===== src/rtl/scl_period_pkg.sv =====
package scl_period_pkg;

  // Phase of the generated SCL period
  typedef enum logic [1:0] {
    PH_IDLE = 2'd0,
    PH_LOW  = 2'd1,
    PH_WAIT = 2'd2,
    PH_HIGH = 2'd3
  } phase_e;

  // Strobes from control to datapath
  typedef struct packed {
    logic clear;     // zero counter, divider and low-seen flag
    logic run;       // a counted phase is active
    logic selHigh;   // compare against the high limit
    logic trackLow;  // watch the synchronized line for a low level
  } dpCtl_t;

endpackage


===== src/rtl/scl_period_dp.sv =====
module scl_period_dp
  import scl_period_pkg::*;
#(
  parameter int BASE_W      = 8,
  parameter int SYNC_STAGES = 2
) (
  input  logic              clk,
  input  logic              rstN,
  input  dpCtl_t            ctl,
  input  logic              divBy2,
  input  logic [BASE_W-1:0] lowBase,
  input  logic [BASE_W-1:0] highBase,
  input  logic [1:0]        countExt,
  input  logic              sclIn,
  output logic              sclSync,
  output logic              lowSeen,
  output logic              phaseDone
);

  localparam int CNT_W = BASE_W + 1;

  // Input synchronizer; resets to the released (high) level
  logic [SYNC_STAGES-1:0] syncQ;
  logic [SYNC_STAGES-1:0] syncNext;

  generate
    if (SYNC_STAGES == 1) begin : g_sync_single
      assign syncNext = sclIn;
    end else begin : g_sync_chain
      assign syncNext = {syncQ[SYNC_STAGES-2:0], sclIn};
    end
  endgenerate

  always_ff @(posedge clk or negedge rstN) begin
    if (!rstN) syncQ <= '1;
    else       syncQ <= syncNext;
  end

  assign sclSync = syncQ[SYNC_STAGES-1];

  // Phase limits: 9-bit counts, zero behaves as one
  logic [CNT_W-1:0] lowRaw, highRaw, lowLim, highLim, activeLim, termCount;

  assign lowRaw    = {countExt[1], lowBase};
  assign highRaw   = {countExt[0], highBase};
  assign lowLim    = (lowRaw  == '0) ? CNT_W'(1) : lowRaw;
  assign highLim   = (highRaw == '0) ? CNT_W'(1) : highRaw;
  assign activeLim = ctl.selHigh ? highLim : lowLim;
  assign termCount = activeLim - CNT_W'(1);

  // Count-clock prescaler, restarted at every phase start
  logic prePhase;
  logic tick;
  logic [CNT_W-1:0] cnt;

  assign tick = ctl.run && (!divBy2 || prePhase);

  always_ff @(posedge clk or negedge rstN) begin
    if (!rstN) begin
      prePhase <= 1'b0;
      cnt      <= '0;
      lowSeen  <= 1'b0;
    end else if (ctl.clear) begin
      prePhase <= 1'b0;
      cnt      <= '0;
      lowSeen  <= 1'b0;
    end else begin
      if (ctl.run) prePhase <= ~prePhase;
      if (tick)    cnt      <= cnt + CNT_W'(1);
      if (ctl.trackLow && !sclSync) lowSeen <= 1'b1;
    end
  end

  // Greater-or-equal keeps the phase finite if a limit is lowered mid-phase
  assign phaseDone = tick && (cnt >= termCount);

  // with the divider selected, two ticks are never adjacent
  a_r5_tick_spacing: assert property (@(posedge clk) disable iff (!rstN)
    (tick && divBy2) |=> !(tick && divBy2));

  // once the low level is seen it stays seen until the next phase start
  a_r4_low_seen_sticky: assert property (@(posedge clk) disable iff (!rstN)
    (lowSeen && !ctl.clear) |=> lowSeen);

endmodule


===== src/rtl/scl_period_ctrl.sv =====
module scl_period_ctrl
  import scl_period_pkg::*;
(
  input  logic   clk,
  input  logic   rstN,
  input  logic   enable,
  input  logic   sclSync,
  input  logic   lowSeen,
  input  logic   phaseDone,
  output dpCtl_t ctl,
  output logic   sclOe,
  output logic   fallStrobe,
  output logic   riseStrobe
);

  phase_e ph, nextPh;

  always_comb begin
    nextPh = ph;
    unique case (ph)
      PH_IDLE: nextPh = PH_LOW;
      PH_LOW:  if (phaseDone) nextPh = PH_WAIT;
      PH_WAIT: if (sclSync && lowSeen) nextPh = PH_HIGH;
      PH_HIGH: if (phaseDone) nextPh = PH_LOW;
      default: nextPh = PH_IDLE;
    endcase
    if (!enable) nextPh = PH_IDLE;
  end

  logic enterLow, enterHigh;
  assign enterLow  = (nextPh == PH_LOW)  && (ph != PH_LOW);
  assign enterHigh = (nextPh == PH_HIGH) && (ph != PH_HIGH);

  always_comb begin
    ctl.clear    = enterLow || enterHigh || (nextPh == PH_IDLE) || (ph == PH_IDLE);
    ctl.run      = (ph == PH_LOW) || (ph == PH_HIGH);
    ctl.selHigh  = (ph == PH_HIGH);
    ctl.trackLow = (ph == PH_LOW) || (ph == PH_WAIT);
  end

  always_ff @(posedge clk or negedge rstN) begin
    if (!rstN) begin
      ph         <= PH_IDLE;
      sclOe      <= 1'b0;
      fallStrobe <= 1'b0;
      riseStrobe <= 1'b0;
    end else begin
      ph         <= nextPh;
      sclOe      <= (nextPh == PH_LOW);
      fallStrobe <= enterLow;
      riseStrobe <= enterHigh;
    end
  end

  // fall strobe marks a driven-low cycle, rise strobe a released one
  a_r7_fall_while_driven: assert property (@(posedge clk) disable iff (!rstN)
    fallStrobe |-> sclOe);

  a_r7_rise_while_released: assert property (@(posedge clk) disable iff (!rstN)
    riseStrobe |-> !sclOe);

  a_r7_fall_single: assert property (@(posedge clk) disable iff (!rstN)
    fallStrobe |=> !fallStrobe);

  // a disabled block releases the line on the next clock
  a_r1_disable_releases: assert property (@(posedge clk) disable iff (!rstN)
    !enable |=> (!sclOe && !fallStrobe && !riseStrobe));

  // the high phase only begins after the synchronized line read high
  a_r4_rise_after_high: assert property (@(posedge clk) disable iff (!rstN)
    riseStrobe |-> $past(sclSync));

endmodule


===== src/rtl/scl_period_gen.sv =====
module scl_period_gen
  import scl_period_pkg::*;
#(
  parameter int BASE_W      = 8,
  parameter int SYNC_STAGES = 2
) (
  input  logic              clk,
  input  logic              rstN,
  input  logic              enable,
  input  logic              divBy2,
  input  logic [BASE_W-1:0] lowCountBase,
  input  logic [BASE_W-1:0] highCountBase,
  input  logic [1:0]        countExt,
  input  logic              sclIn,
  output logic              sclOe,
  output logic              fallStrobe,
  output logic              riseStrobe
);

  dpCtl_t dpCtl;
  logic   sclSync, lowSeen, phaseDone;

  scl_period_ctrl u_ctrl (
    .clk        (clk),
    .rstN       (rstN),
    .enable     (enable),
    .sclSync    (sclSync),
    .lowSeen    (lowSeen),
    .phaseDone  (phaseDone),
    .ctl        (dpCtl),
    .sclOe      (sclOe),
    .fallStrobe (fallStrobe),
    .riseStrobe (riseStrobe)
  );

  scl_period_dp #(
    .BASE_W      (BASE_W),
    .SYNC_STAGES (SYNC_STAGES)
  ) u_dp (
    .clk       (clk),
    .rstN      (rstN),
    .ctl       (dpCtl),
    .divBy2    (divBy2),
    .lowBase   (lowCountBase),
    .highBase  (highCountBase),
    .countExt  (countExt),
    .sclIn     (sclIn),
    .sclSync   (sclSync),
    .lowSeen   (lowSeen),
    .phaseDone (phaseDone)
  );

endmodule


===== config.mk =====
export PLATFORM = sky130hd
export DESIGN_NAME = scl_period_gen
export DESIGN_NICKNAME = d
export VERILOG_FILES = /design/src/rtl/scl_period_pkg.sv /design/src/rtl/scl_period_dp.sv /design/src/rtl/scl_period_ctrl.sv /design/src/rtl/scl_period_gen.sv
export SDC_FILE = /design/constraint.sdc
export NUM_CORES = 1
export LEC_CHECK = 0
export CELL_PAD_IN_SITES_DETAIL_PLACEMENT = 1
export CELL_PAD_IN_SITES_GLOBAL_PLACEMENT = 1
export CORE_MARGIN = 1
export CORE_UTILIZATION = 40
export CTS_BUF_LIST = sky130_fd_sc_hd__clkbuf_16
export DETAILED_ROUTE_END_ITERATION = 8
export HOLD_SLACK_MARGIN = 0.12
export PLACE_DENSITY = 0.9
export SETUP_SLACK_MARGIN = 0.3
export SLEW_MARGIN = 10
export SYNTH_ARGS = -nofsm -noshare
export SYNTH_HDL_FRONTEND = slang
export SYNTH_HIERARCHICAL = 1
export SYNTH_SLANG_ARGS = --single-unit

===== constraint.sdc =====
create_clock -name clk -period 5.7 [get_ports clk]
set_clock_uncertainty 0.15 [all_clocks]
set_input_delay 0.57 -clock clk [delete_from_list [all_inputs] [get_ports clk]]
set_output_delay 0.57 -clock clk [all_outputs]
set_load 0.05 [all_outputs]

* Yosys cells after proc, flatten, opt, wreduce, memory -nomap -nowiden
Index checks and enable logic that the tools add are counted.
Word-level totals: flip-flop bits (word level) 18, input bits 23, logic and storage cells 54, output and inout port bits 3
Operators by class: add/subtract/negate cells 2, reduce and logical (&&, ||, !) cells 21, magnitude comparators 1, bitwise gates (word level) 1, equal/unequal tests 7, muxes and demuxes 14
Operators with widths (count):
- $mux W9 | 5
- $logic_not A9 Y1 | 2
- $add A9 B1 Y9 const B | 1
- $ge A9 B9 Y1 | 1
- $sub A9 B1 Y9 const B | 1
- $mux W2 | 4
- $pmux W2 S4 | 1
- $eq A2 B2 Y1 const B | 3
- $logic_and A1 B1 Y1 | 6
- $logic_or A1 B1 Y1 | 6
- $reduce_bool A2 Y1 | 3
- $eq A2 B1 Y1 const B | 2
- $logic_not A2 Y1 | 2
- $mux W1 | 4
- $logic_not A1 Y1 | 2
- $ne A2 B1 Y1 const B | 1
- $ne A2 B2 Y1 const B | 1
- $not A1 Y1 | 1

* Logic depth before layout (Yosys ltp)
depth after elaboration 15, depth in mapped cells 19, mapped depth without buffers 17

* Modules after synthesis
The synthesis kept the hierarchy.
Modules (own cells, without submodules):
- scl_period_dp | instances 1, area an instance 1162.4 sq um, cells an instance 127
- scl_period_ctrl | instances 1, area an instance 337.8 sq um, cells an instance 29

* Worst setup path before layout
OpenSTA, ideal clock, no wires.
path type register to register, start register u_ctrl.ph[0], end register u_dp.cnt[0], cell stages (with the launch flop) 20, data arrival time 4138 ps, setup time 132 ps, period minus slack after synthesis 4420 ps, setup slack 1280 ps, cells stage by stage dfrtp_1 ha_1 buf_6 buf_2 mux2i_1 ha_1 o21ai_1 or2_1 nor2_1 xor2_1 ha_1 a211o_1 o221ai_1 a21oi_1 nand2b_4 a2111oi_4 a21oi_2 a32oi_1 clkbuf_1 nor2_1
RTL lines:
- from (decl) | line scl_period_ctrl.sv:16 | phase_e ph, nextPh;
- from (signal assigned) | line scl_period_ctrl.sv:48 | ph <= nextPh;
- to (signal assigned) | line scl_period_dp.sv:69 | if (tick) cnt <= cnt + CNT_W'(1);
- to (decl) | line scl_period_dp.sv:54 | logic [CNT_W-1:0] cnt;

==> flow_summary.ini <==
[sta]
finalCriticalPeriod_ps = 4770
timing.final.hold_violations = 0
maxSlewHeadroom = 0.457
worst_pin_slew_ps = 812
rsz0062_at_grt = no
fmax_mhz = 210
maxSlewViolCount = 0
setup_violations = 0
fin_setup_tns_ps = 0
timing.final.crit_share = 0.837

[critical_path]
crit_buf_inv = 2
critPathCaptureType = register
cp_cell_sequence = clkdlybuf4s50_1 -> nor4_1 -> a31o_2 -> mux2i_1 -> ha_1 -> o21ai_1 -> or2_1 -> nor2_1 -> xor2_1 -> ha_1 -> a211o_1 -> o221ai_1 -> a21oi_1 -> nand2b_4 -> a2111oi_4 -> a21oi_2 -> a32oi_1 -> buf_4 -> a21oi_1
cp_slowest_stage_delay_ps = 580
path_delay_family = compound AO/OA/AOI/OAI gates
critical_path.max_fanout = 11
slowest_stage = clkdlybuf4s50_1
critPathLaunchType = input port
crit_arrival_ps = 4740
required_ps = 5670
critical_path_class = in -> reg

[run_status]
status = finished clean

[routing]
drtAntennaViolNets = 0
route.detailed.drc = 0
drt_iter0_markers = 51
wl_per_cell_um = 17.1
drt-vias-per-instance = 5.50
routed_wl_mm = 3.94
vias = 1265
first_pass_iters = 4

[final_layout]
multi_input_area_um2 = 1000
diodes = 0
area_growth_syn_to_layout_pct = 25.4
nNetsFinal = 224
final_cell_count_no_fill = 230
final-seq-area_um2 = 453
fill_cells = 419
drive_gt1_frac = 0.125

[synth]
ys.flop_type = dfrtp_1
synth_most_common_cell = nor2_1
ys_seq_area_frac = 0.302
synth_cells = 156
synth-seq-cells = 18
async_reset_ff_frac = 1.00
yosys-top-cells-area = dfrtp_1 (27%), ha_1 (13%), xor2_1 (6.4%), mux2i_1 (6.0%), nor2_1 (5.3%)
synth.avg_cell_area_um2 = 9.62
synth_largest_area_cell = dfrtp_1
synth.distinct_cells = 46
synth_edf_count = 0
synth_warnings = 6
syn_area_um2 = 1500
yosysTopAreaCellShare = 0.267
syn_nets = 195
synth_commonest_cells = nor2_1 (21), dfrtp_1 (16), ha_1 (16)

[power]
power_density_nw_per_um2 = 178
seqPwrFrac = 0.397
clockPowerShare = 0.411
combPwrFrac = 0.192
power.switching_mw = 0.0808
vdd.ir_drop.worst_v = 0.000194
intPower_mw = 0.255
swShare = 0.241
p_leak_nw = 0.786

[clock_tree]
cts_resized = 0
clock_path_buffers = 2
cts_tree = done
cts_buffers = 3
clock_sinks = 18
post_cts_buffers = 0
clkTransAtPathRegs_ps = 50
cts-htree-levels = 1
clk_latency_ps = 250
cts_root_buf = clkbuf_16
cts_hold_buf = 0

[floorplan]
die_area_um2 = 4000
die_w_um = 63.2
coreArea_um2 = 3470
io_pins = 26
dieHeight_um = 63.2
num_rows = 21
initial_core_util = 0.433

[grt]
grt_antenna_before_repair = 0
overflow = 0
gr-usage-all-layers = 0.215
grt_pass1_wl_mm = 6.67
first_global_vias = 1400
grt_max_degree = 19

[hold_path]
min_path_type = reg -> reg

[place]
dpl.hpwl_mm = 3.14
io_buffer_count = 25
dpl.cell_count = 226
routabilityCongestion = 0.858

[flow_run]
maxCapViolations = 0
-- power groups by stage --
stage          Clock (mW)  Combinational [mW]  Sequential (mW)
2_1_floorplan           0              0.0278            0.139
3_3_place_gp            0              0.0611            0.135
3_5_place_dp            0              0.0641            0.135
4_1_cts             0.141              0.0649            0.133
5_1_grt             0.147              0.0700            0.134
6_report            0.138              0.0645            0.133
-- path summary, 6_finish.rpt --
path / startpoint / to / slack [ps] / depth (start not counted)
setup / recovery: highCountBase[3] / u_dp/cnt[7] / 930 / 19
hold / removal: u_dp/syncQ[0] / u_dp/syncQ[1] / 200 / 0
setup reg to reg: u_ctrl/ph[0] / u_dp/cnt[7] / 1120 / 17
hold reg to reg: u_dp/syncQ[0] / u_dp/syncQ[1] / 200 / 0
max in group asynchronous: rstN / u_dp/cnt[6] / 4250 / 1
min in group asynchronous: rstN / u_dp/cnt[4] / 640 / 1
-- layer usage --
| layer | track usage | part of all wire |
|---|---|---|
| met1 | 0.273 | 0.43 |
| met2 | 0.382 | 0.53 |
| met3 | 0.0453 | 0.034 |
| met4 | 0.0284 | 0.0038 |
| met5 | 0 | 0 |
-- cells by family after synthesis --
group	count (synthesis)	share of synthesized area
adders and majority gates	16	0.133
DFF	18	0.302
buffers and inverters	10	0.0309
and+or+nand+nor	57	0.221
xor gates and xnor gates	17	0.0992
muxes	9	0.0601
AOI/OAI and AO/OA	29	0.153
-- cells in the final DEF (no fill, tap or decap), types with 2 or more instances in the layout --
| cell | count |
|---|---|
| a21o_1 | 3 |
| a21oi_1 | 8 |
| buf_4 | 2 |
| clkbuf_16 | 3 |
| clkdlybuf4s50_1 | 25 |
| dfrtp_1 | 16 |
| dfstp_2 | 2 |
| ha_1 | 16 |
| inv_1 | 7 |
| mux2i_1 | 9 |
| nand2_1 | 5 |
| nand2b_1 | 2 |
| nand3_1 | 2 |
| nor2_1 | 21 |
| nor2b_1 | 2 |
| nor3_1 | 5 |
| nor3_2 | 4 |
| nor3b_2 | 2 |
| nor4_1 | 3 |
| o21ai_0 | 4 |
| or3_1 | 2 |
| xnor2_1 | 6 |
| xor2_1 | 11 |
-- cell type report --
| cell class | instances | area share |
|---|---|---|
| clock inverter | 1 | 0.00199 |
| inverter | 7 | 0.0140 |
| timing repair buffer | 27 | 0.141 |
| sequential | 18 | 0.241 |
| clock buffer | 3 | 0.0399 |
| multi-input combinational | 128 | 0.532 |
| tap | 46 | 0.0306 |
-- registers in the layout, indices dropped and copies added, names as in the netlist --
name / cells
u_dp/syncQ: 2
u_ctrl/sclOe: 1
u_ctrl/riseStrobe: 1
u_ctrl/ph: 2
u_dp/prePhase: 1
u_ctrl/fallStrobe: 1
u_dp/lowSeen: 1
u_dp/cnt: 9
-- through the flow --
stage | util | total power [mW] | hold WS (ps) | setup WS (ps) | cell area (um2)
3_5_place_dp | 0.520 | 0.199 | 198 | 746 | 1800
4_1_cts | 0.543 | 0.339 | 206 | 932 | 1880
5_1_grt | 0.543 | 0.350 | 207 | 671 | 1880
6_report | 0.543 | 0.336 | 205 | 930 | 1880
2_1_floorplan | - | 0.167 | 124 | 1280 | 1500
3_3_place_gp | 0.520 | 0.196 | 195 | 977 | 1800
(Power assumes the default switching activity.)
